--- src/rtl/dcs_pkg.sv ---
package dcs_pkg;
  localparam logic [23:0] PIN_NOP = 24'hFFFFFF;
  localparam int CTRL_ADDR   = 0;
  localparam int ISSUE_ADDR  = 1;
  localparam int STATUS_ADDR = 2;
  localparam int VALID_BIT   = 4;

  typedef enum logic [1:0] {
    SQ_IDLE  = 2'd0,
    SQ_ISSUE = 2'd1,
    SQ_WAIT  = 2'd2
  } sq_state_t;
endpackage

--- src/rtl/dcs_rst_sync.sv ---
module dcs_rst_sync (
  input  logic clk,
  input  logic rst_n,
  output logic rst_n_sync
);
  logic [1:0] stage_q;

  always_ff @(posedge clk or negedge rst_n) begin
    if (!rst_n) stage_q <= 2'b00;
    else        stage_q <= {stage_q[0], 1'b1};
  end

  assign rst_n_sync = stage_q[1];
endmodule

--- src/rtl/dcs_slot_store.sv ---
module dcs_slot_store #(
  parameter int SLOTS = 16,
  parameter int DW    = 32,
  localparam int IDX_W = $clog2(SLOTS)
) (
  input  logic             clk,
  input  logic             rst_n,
  input  logic             wr_a,
  input  logic             wr_b,
  input  logic [IDX_W-1:0] wr_idx,
  input  logic [DW-1:0]    wdata,
  input  logic [IDX_W-1:0] bus_idx,
  input  logic [IDX_W-1:0] seq_idx,
  output logic [DW-1:0]    bus_a,
  output logic [DW-1:0]    bus_b,
  output logic [DW-1:0]    seq_a,
  output logic [DW-1:0]    seq_b
);
  logic [DW-1:0] word_a [SLOTS];
  logic [DW-1:0] word_b [SLOTS];

  for (genvar s = 0; s < SLOTS; s++) begin : g_slot
    logic en_a, en_b;
    assign en_a = wr_a && (wr_idx == IDX_W'(s));
    assign en_b = wr_b && (wr_idx == IDX_W'(s));

    always_ff @(posedge clk or negedge rst_n) begin
      if (!rst_n) begin
        word_a[s] <= '0;
        word_b[s] <= '0;
      end else begin
        if (en_a) word_a[s] <= wdata;
        if (en_b) word_b[s] <= wdata;
      end
    end
  end

  assign bus_a = word_a[bus_idx];
  assign bus_b = word_b[bus_idx];
  assign seq_a = word_a[seq_idx];
  assign seq_b = word_b[seq_idx];
endmodule

--- src/rtl/dcs_delay_timer.sv ---
module dcs_delay_timer #(
  parameter int W = 21
) (
  input  logic         clk,
  input  logic         rst_n,
  input  logic         load,
  input  logic [W-1:0] load_val,
  input  logic         dec,
  output logic         zero
);
  logic [W-1:0] cnt_q, cnt_d;
  logic         cnt_en;

  always_comb begin
    cnt_en = 1'b0;
    cnt_d  = cnt_q;
    if (load) begin
      cnt_en = 1'b1;
      cnt_d  = load_val;
    end else if (dec && (cnt_q != '0)) begin
      cnt_en = 1'b1;
      cnt_d  = cnt_q - W'(1);
    end
  end

  always_ff @(posedge clk or negedge rst_n) begin
    if (!rst_n)      cnt_q <= '0;
    else if (cnt_en) cnt_q <= cnt_d;
  end

  assign zero = (cnt_q == '0);
endmodule

--- src/rtl/dcs_seq_fsm.sv ---
module dcs_seq_fsm
  import dcs_pkg::*;
#(
  parameter int SLOTS = 16,
  localparam int IDX_W = $clog2(SLOTS)
) (
  input  logic             clk,
  input  logic             rst_n,
  input  logic             start,
  input  logic [IDX_W-1:0] last_idx,
  input  logic             tmr_zero,
  output logic             tmr_load,
  output logic             tmr_dec,
  output logic [IDX_W-1:0] idx,
  output logic             strobe,
  output logic             finish,
  output logic             busy
);
  sq_state_t        state_q, state_d;
  logic [IDX_W-1:0] idx_q, idx_d;
  logic             st_en;

  always_comb begin
    state_d  = state_q;
    idx_d    = idx_q;
    tmr_load = 1'b0;
    tmr_dec  = 1'b0;
    finish   = 1'b0;
    unique case (state_q)
      SQ_IDLE: begin
        if (start) begin
          state_d = SQ_ISSUE;
          idx_d   = '0;
        end
      end
      SQ_ISSUE: begin
        tmr_load = 1'b1;
        state_d  = SQ_WAIT;
      end
      SQ_WAIT: begin
        if (tmr_zero) begin
          if (idx_q == last_idx) begin
            state_d = SQ_IDLE;
            finish  = 1'b1;
          end else begin
            state_d = SQ_ISSUE;
            idx_d   = idx_q + IDX_W'(1);
          end
        end else begin
          tmr_dec = 1'b1;
        end
      end
      default: state_d = SQ_IDLE;
    endcase
  end

  assign st_en = (state_d != state_q) || (idx_d != idx_q);

  always_ff @(posedge clk or negedge rst_n) begin
    if (!rst_n) begin
      state_q <= SQ_IDLE;
      idx_q   <= '0;
    end else if (st_en) begin
      state_q <= state_d;
      idx_q   <= idx_d;
    end
  end

  assign idx    = idx_q;
  assign strobe = (state_q == SQ_ISSUE);
  assign busy   = (state_q != SQ_IDLE);
endmodule

--- src/rtl/dram_cmd_seq.sv ---
module dram_cmd_seq
  import dcs_pkg::*;
#(
  parameter int SLOTS   = 16,
  parameter int DW      = 32,
  parameter int PIN_W   = 24,
  parameter int LO_W    = 11,
  localparam int IDX_W  = $clog2(SLOTS),
  localparam int AW     = IDX_W + 2,
  localparam int HI_W   = DW - PIN_W,
  localparam int DLY_W  = DW - LO_W
) (
  input  logic             clk,
  input  logic             rst_n,
  input  logic             reg_wr,
  input  logic [AW-1:0]    reg_addr,
  input  logic [DW-1:0]    reg_wdata,
  output logic [DW-1:0]    reg_rdata,
  output logic             cmd_strobe,
  output logic [PIN_W-1:0] cmd_pins,
  output logic [HI_W-1:0]  cmd_addr_hi,
  output logic [LO_W-1:0]  cmd_addr_lo,
  output logic             busy,
  output logic             traffic_en
);
  logic             rst_n_s;
  logic             slot_sel, half_b;
  logic [IDX_W-1:0] addr_idx;
  logic             wr_ok, wr_a, wr_b, wr_ctrl, wr_issue;
  logic [DW-1:0]    bus_a, bus_b, seq_a, seq_b;
  logic [IDX_W-1:0] seq_idx;
  logic             tmr_load, tmr_dec, tmr_zero, finish, start;

  logic             ctrl_start_q, ctrl_done_q;
  logic [IDX_W-1:0] last_q;
  logic             issue_valid_q;
  logic             valid_d, valid_en;

  dcs_rst_sync u_rst (
    .clk        (clk),
    .rst_n      (rst_n),
    .rst_n_sync (rst_n_s)
  );

  // address decode: upper bit picks slot space, next bit picks word B
  assign slot_sel = reg_addr[AW-1];
  assign half_b   = reg_addr[AW-2];
  assign addr_idx = reg_addr[IDX_W-1:0];
  assign wr_ok    = reg_wr && !busy;
  assign wr_a     = wr_ok && slot_sel && !half_b;
  assign wr_b     = wr_ok && slot_sel &&  half_b;
  assign wr_ctrl  = wr_ok && !slot_sel && (reg_addr == AW'(CTRL_ADDR));
  assign wr_issue = wr_ok && !slot_sel && (reg_addr == AW'(ISSUE_ADDR));
  assign start    = wr_ctrl && reg_wdata[0] && issue_valid_q;

  dcs_slot_store #(.SLOTS(SLOTS), .DW(DW)) u_store (
    .clk     (clk),
    .rst_n   (rst_n_s),
    .wr_a    (wr_a),
    .wr_b    (wr_b),
    .wr_idx  (addr_idx),
    .wdata   (reg_wdata),
    .bus_idx (addr_idx),
    .seq_idx (seq_idx),
    .bus_a   (bus_a),
    .bus_b   (bus_b),
    .seq_a   (seq_a),
    .seq_b   (seq_b)
  );

  dcs_delay_timer #(.W(DLY_W)) u_tmr (
    .clk      (clk),
    .rst_n    (rst_n_s),
    .load     (tmr_load),
    .load_val (seq_b[DW-1:LO_W]),
    .dec      (tmr_dec),
    .zero     (tmr_zero)
  );

  dcs_seq_fsm #(.SLOTS(SLOTS)) u_fsm (
    .clk      (clk),
    .rst_n    (rst_n_s),
    .start    (start),
    .last_idx (last_q),
    .tmr_zero (tmr_zero),
    .tmr_load (tmr_load),
    .tmr_dec  (tmr_dec),
    .idx      (seq_idx),
    .strobe   (cmd_strobe),
    .finish   (finish),
    .busy     (busy)
  );

  // control register
  always_ff @(posedge clk or negedge rst_n_s) begin
    if (!rst_n_s) begin
      ctrl_start_q <= 1'b0;
      ctrl_done_q  <= 1'b0;
    end else if (wr_ctrl) begin
      ctrl_start_q <= reg_wdata[0];
      ctrl_done_q  <= reg_wdata[1];
    end
  end

  // issue register: valid self-clears at the end of a run
  always_comb begin
    valid_en = wr_issue || finish;
    valid_d  = finish ? 1'b0 : reg_wdata[VALID_BIT];
  end

  always_ff @(posedge clk or negedge rst_n_s) begin
    if (!rst_n_s) begin
      last_q        <= '0;
      issue_valid_q <= 1'b0;
    end else begin
      if (wr_issue) last_q        <= reg_wdata[IDX_W-1:0];
      if (valid_en) issue_valid_q <= valid_d;
    end
  end

  always_comb begin
    reg_rdata = '0;
    if (slot_sel) begin
      reg_rdata = half_b ? bus_b : bus_a;
    end else begin
      unique case (reg_addr)
        AW'(CTRL_ADDR):   reg_rdata = DW'({ctrl_done_q, ctrl_start_q});
        AW'(ISSUE_ADDR): begin
          reg_rdata[IDX_W-1:0]  = last_q;
          reg_rdata[VALID_BIT]  = issue_valid_q;
        end
        AW'(STATUS_ADDR): reg_rdata[0] = busy;
        default:          reg_rdata = '0;
      endcase
    end
  end

  assign cmd_pins    = cmd_strobe ? seq_a[PIN_W-1:0] : PIN_NOP;
  assign cmd_addr_hi = cmd_strobe ? seq_a[DW-1:PIN_W] : '0;
  assign cmd_addr_lo = cmd_strobe ? seq_b[LO_W-1:0]   : '0;
  assign traffic_en  = ctrl_done_q && !busy;
endmodule

--- config.mk ---
export PLATFORM = sky130hd
export DESIGN_NAME = dram_cmd_seq
export DESIGN_NICKNAME = d
export VERILOG_FILES = /design/src/rtl/dcs_pkg.sv /design/src/rtl/dcs_rst_sync.sv /design/src/rtl/dcs_slot_store.sv /design/src/rtl/dcs_delay_timer.sv /design/src/rtl/dcs_seq_fsm.sv /design/src/rtl/dram_cmd_seq.sv
export SDC_FILE = /design/constraint.sdc
export NUM_CORES = 2
export LEC_CHECK = 0
export CAP_MARGIN = 10
export CORE_MARGIN = 10
export CORE_UTILIZATION = 30
export CTS_CLUSTER_SIZE = 25
export DETAILED_ROUTE_END_ITERATION = 8
export DONT_BUFFER_PORTS = 1
export PLACE_DENSITY_LB_ADDON = 0.12
export SYNTH_ARGS = -nofsm -noshare
export SYNTH_HDL_FRONTEND = slang
export SYNTH_SLANG_ARGS = --single-unit
--- constraint.sdc ---
create_clock -name clk -period 43 [get_ports clk]
set_input_delay 4.3 -clock clk [delete_from_list [all_inputs] [get_ports clk]]
set_output_delay 4.3 -clock clk [all_outputs]
set_load 0.03 [all_outputs]
==> results.cfg <==
[status]
status = complete, no violations

[worst_hold_path]
worst_hold_path_type = reg -> reg

[clock_tree]
cts_hold_buf = 0
number_of_levels_in_the_clock_h_tree = 4
postCtsSetupRepairBufs = 0
root_buffer = sky130_fd_sc_hd__clkbuf_16
worstSkewPairLatency_ns = 0.79
cts_resized = 0
cts.path.max_buffers = 3
cts.reportedPaths.clkPinSlew_ns = 0.05
cts_sinks = 1060
cts_tree = built
numCtsBuffers = 133

[global_routing]
grtUsageTotal = 0.196
gr-total-overflow = 0
grt_antenna_before_repair = 3
maximum_number_of_pins_on_one_net_before_global_route_repair = 273
grt_pass1_wl_um = 291000
first_global_vias = 36400

[routing]
wl_per_cell_um = 33.3
wirelength_um = 204000
drt_pre_antenna_iters = 5
route.vias.total = 34800
drtIter0Drc = 2471
viasPerCell = 5.69
drc = 0
ant_nets = 0

[critical_path]
critical_path_peak_fanout = 35
path_buf_inv = 3
criticalPathCategory = in -> out
crit_path_end_kind = output pin
cp-start-kind = primary input
timing.critical_path.slowest_cell_delay_ns = 0.86
critical_path.most_common_cell = sky130_fd_sc_hd__buf_4
timing.critical_path.arrival_ns = 6.94
path_delay_family = buffers and inverters
critical_path.cell_chain = inv_1 -> nor2_4 -> buf_4 -> buf_4 -> a22o_1 -> a221oi_1 -> o22ai_1
slowest_stage = sky130_fd_sc_hd__o22ai_1
required_ns = 38.70

[sta]
setup_viol_count_final = 0
grt_setup_unrepaired = no
finClkSkew_ns = 0.0251
slew_headroom = 0.238
final_hold_viol_count = 0
post-route-period-util = 0.261
period_minus_slack_ns = 11.24
report.final.slew_viol_count = 0
worst-slew-pin-transition_ns = 1.14
setup_tns_ns = 0
hold_slack_final_ns = 0.346
timing.fmax_ghz = 0.0890

[placed_design]
place.detailed.hpwl_um = 109000
placed_cells = 5872
routabilityCongestion = 0.734
place.port_buffers = 0

[power]
total_leakage_power_nw = 27.2
total_power_mw = 2.92
vdd_drop_max_uv = 42.9
power_per_cell_area_mw_per_mm2 = 46.8

[run]
cap_viol_max_count = 0

[logic_synthesis]
synth.area.mux_share = 0.420
synth-async-reset-ratio = 1.00
synth-seq-area-share = 0.473
main_combinational_cell_family_by_area_after_synthesis = multiplexers
post_synth_inst_count = 3723
synth-xor-area-share = 0.00203
synth_cell_type_count = 69
count_of_flip_flops_with_a_built_in_enable_after_synthesis = 0
synthesis.yosys.warnings = 0
post_synth_fa_ha_maj_area_fraction = 0.000446
share_of_synthesized_cell_area_in_and_or_nand_and_nor_gates = 0.0237
synth-compound-area-share = 0.0475
synth_nets = 3766
synth_ff_type = sky130_fd_sc_hd__dfrtp_1
mean_post_synth_cell_area_um2 = 15.1
synth_seq_cells = 1060
synthesis.area_mm2 = 0.0561

[floorplan]
die_width_um = 453
die_height_um = 453
die-area_mm2 = 0.205
num_rows = 158
fp.coreArea_mm2 = 0.186
initial_utilization = 0.302
i_o_pins = 119

[final_layout]
final_layout_size_suffix_gt1_frac = 0.488
syn_to_final_growth_pct = 11.3
final_stage_net_count = 3570
final_core_util = 0.336
finalNonFillerCells = 6107
==> power by group <==
group	leakage [nW]	internal, mW	switching (mW)
sequential	14.5	1.16	0.127
clock	2.04	0.640	0.461
combinational	10.7	0.277	0.262
total	27.2	2.07	0.850
==> sequential cells by signal, indices dropped and copies added (netlist names) <==
| name | cells |
|---|---|
| u_store.word_a | 512 |
| issue_valid_q | 1 |
| last_q | 4 |
| ctrl_start_q | 1 |
| u_fsm.idx | 4 |
| u_store.word_b | 512 |
| ctrl_done_q | 1 |
| u_fsm.state_q | 2 |
| u_rst.stage_q | 2 |
| u_tmr.cnt_q | 21 |
==> layer usage <==
layer  global-route usage  share of wire
met5                    0              0
met2                0.324           0.49
met1                0.263           0.44
met4               0.0562          0.028
met3               0.0343          0.044
==> cell type report <==
class / count / area, µm²
fillers: 18100 / 123000
diodes: 1 / 2.50
clock buffers: 205 / 3880
multi-input cells: 2256 / 28000
repair buffers: 63 / 536
clock inverters: 29 / 285
flip-flops and latches: 1060 / 26500
well taps: 2480 / 3100
inverters: 13 / 53.8
==> cells in the final DEF (no fill, tap or decap), types with 25 or more instances in the layout <==
cell                        synthesis  routed
sky130_fd_sc_hd__clkbuf_16          0     138
sky130_fd_sc_hd__mux2_2           989     989
sky130_fd_sc_hd__nor2_1            30      28
sky130_fd_sc_hd__a22oi_1           46      46
sky130_fd_sc_hd__clkbuf_1         194      49
sky130_fd_sc_hd__mux4_2           467     467
sky130_fd_sc_hd__nand3_1           41      41
sky130_fd_sc_hd__nand2_4            0      25
sky130_fd_sc_hd__nand2_1           56      31
sky130_fd_sc_hd__a221oi_1          97      97
sky130_fd_sc_hd__mux2_1            45      45
sky130_fd_sc_hd__o21ai_0           41      41
sky130_fd_sc_hd__dfrtp_1         1060    1055
sky130_fd_sc_hd__a22o_1            57      57
sky130_fd_sc_hd__o22ai_1           39      39
sky130_fd_sc_hd__buf_4             35      58
sky130_fd_sc_hd__mux2i_1          141     141
==> logic make-up after synthesis <==
| kind of cell | count (synthesis) |
|---|---|
| adder cells (fa/ha/maj) | 2 |
| AO/OA/AOI/OAI | 349 |
| flip-flops | 1060 |
| buffers and inverters | 407 |
| AND/OR/NAND/NOR | 249 |
| XOR/XNOR | 13 |
| multiplexers | 1642 |
| other | 1 |
==> cell usage after synthesis (8+ instances only) <==
| library cell | count | area share |
|---|---|---|
| sky130_fd_sc_hd__a21oi_1 | 17 | 0.0015 |
| sky130_fd_sc_hd__a221oi_1 | 97 | 0.015 |
| sky130_fd_sc_hd__a22o_1 | 57 | 0.0089 |
| sky130_fd_sc_hd__a22oi_1 | 46 | 0.0062 |
| sky130_fd_sc_hd__and2_1 | 25 | 0.0028 |
| sky130_fd_sc_hd__and3_1 | 10 | 0.0011 |
| sky130_fd_sc_hd__buf_1 | 11 | 0.00074 |
| sky130_fd_sc_hd__buf_2 | 148 | 0.013 |
| sky130_fd_sc_hd__buf_4 | 35 | 0.0047 |
| sky130_fd_sc_hd__clkbuf_1 | 194 | 0.013 |
| sky130_fd_sc_hd__dfrtp_1 | 1060 | 0.47 |
| sky130_fd_sc_hd__inv_1 | 12 | 0.00080 |
| sky130_fd_sc_hd__mux2_1 | 45 | 0.0090 |
| sky130_fd_sc_hd__mux2_2 | 989 | 0.20 |
| sky130_fd_sc_hd__mux2i_1 | 141 | 0.025 |
| sky130_fd_sc_hd__mux4_2 | 467 | 0.19 |
| sky130_fd_sc_hd__nand2_1 | 56 | 0.0037 |
| sky130_fd_sc_hd__nand2b_1 | 16 | 0.0018 |
| sky130_fd_sc_hd__nand3_1 | 41 | 0.0037 |
| sky130_fd_sc_hd__nor2_1 | 30 | 0.0020 |
| sky130_fd_sc_hd__nor3_1 | 17 | 0.0015 |
| sky130_fd_sc_hd__o21ai_0 | 41 | 0.0037 |
| sky130_fd_sc_hd__o22ai_1 | 39 | 0.0043 |
| sky130_fd_sc_hd__o32ai_1 | 8 | 0.0012 |
| sky130_fd_sc_hd__xnor2_1 | 10 | 0.0016 |
==> path summary, 6_finish.rpt <==
check | from | cells after the start | slack (ns) | endpoint
max in group asynchronous | u_rst.stage_q[1] | 5 | 37.88 | u_store.word_b[407]
worst min-delay path | u_rst.stage_q[0] | 0 | 0.35 | u_rst.stage_q[1]
worst max-delay path | reg_addr[2] | 7 | 31.76 | reg_rdata[11]
min in group asynchronous | u_rst.stage_q[1] | 0 | 0.47 | u_store.word_a[425]
worst max register to register | u_rst.stage_q[1] | 5 | 37.88 | u_store.word_b[407]
worst min register to register | u_rst.stage_q[0] | 0 | 0.35 | u_rst.stage_q[1]
==> metrics by stage <==
step                instance area, µm²  worst slack [ns]
global placement                 58300             31.73
floorplan                        56100             11.27
finish                           62500             31.76
CTS                              62400             31.67
detailed placement               58300             31.67
global route                     62400             31.72
Power figures use the tool's default switching activity.
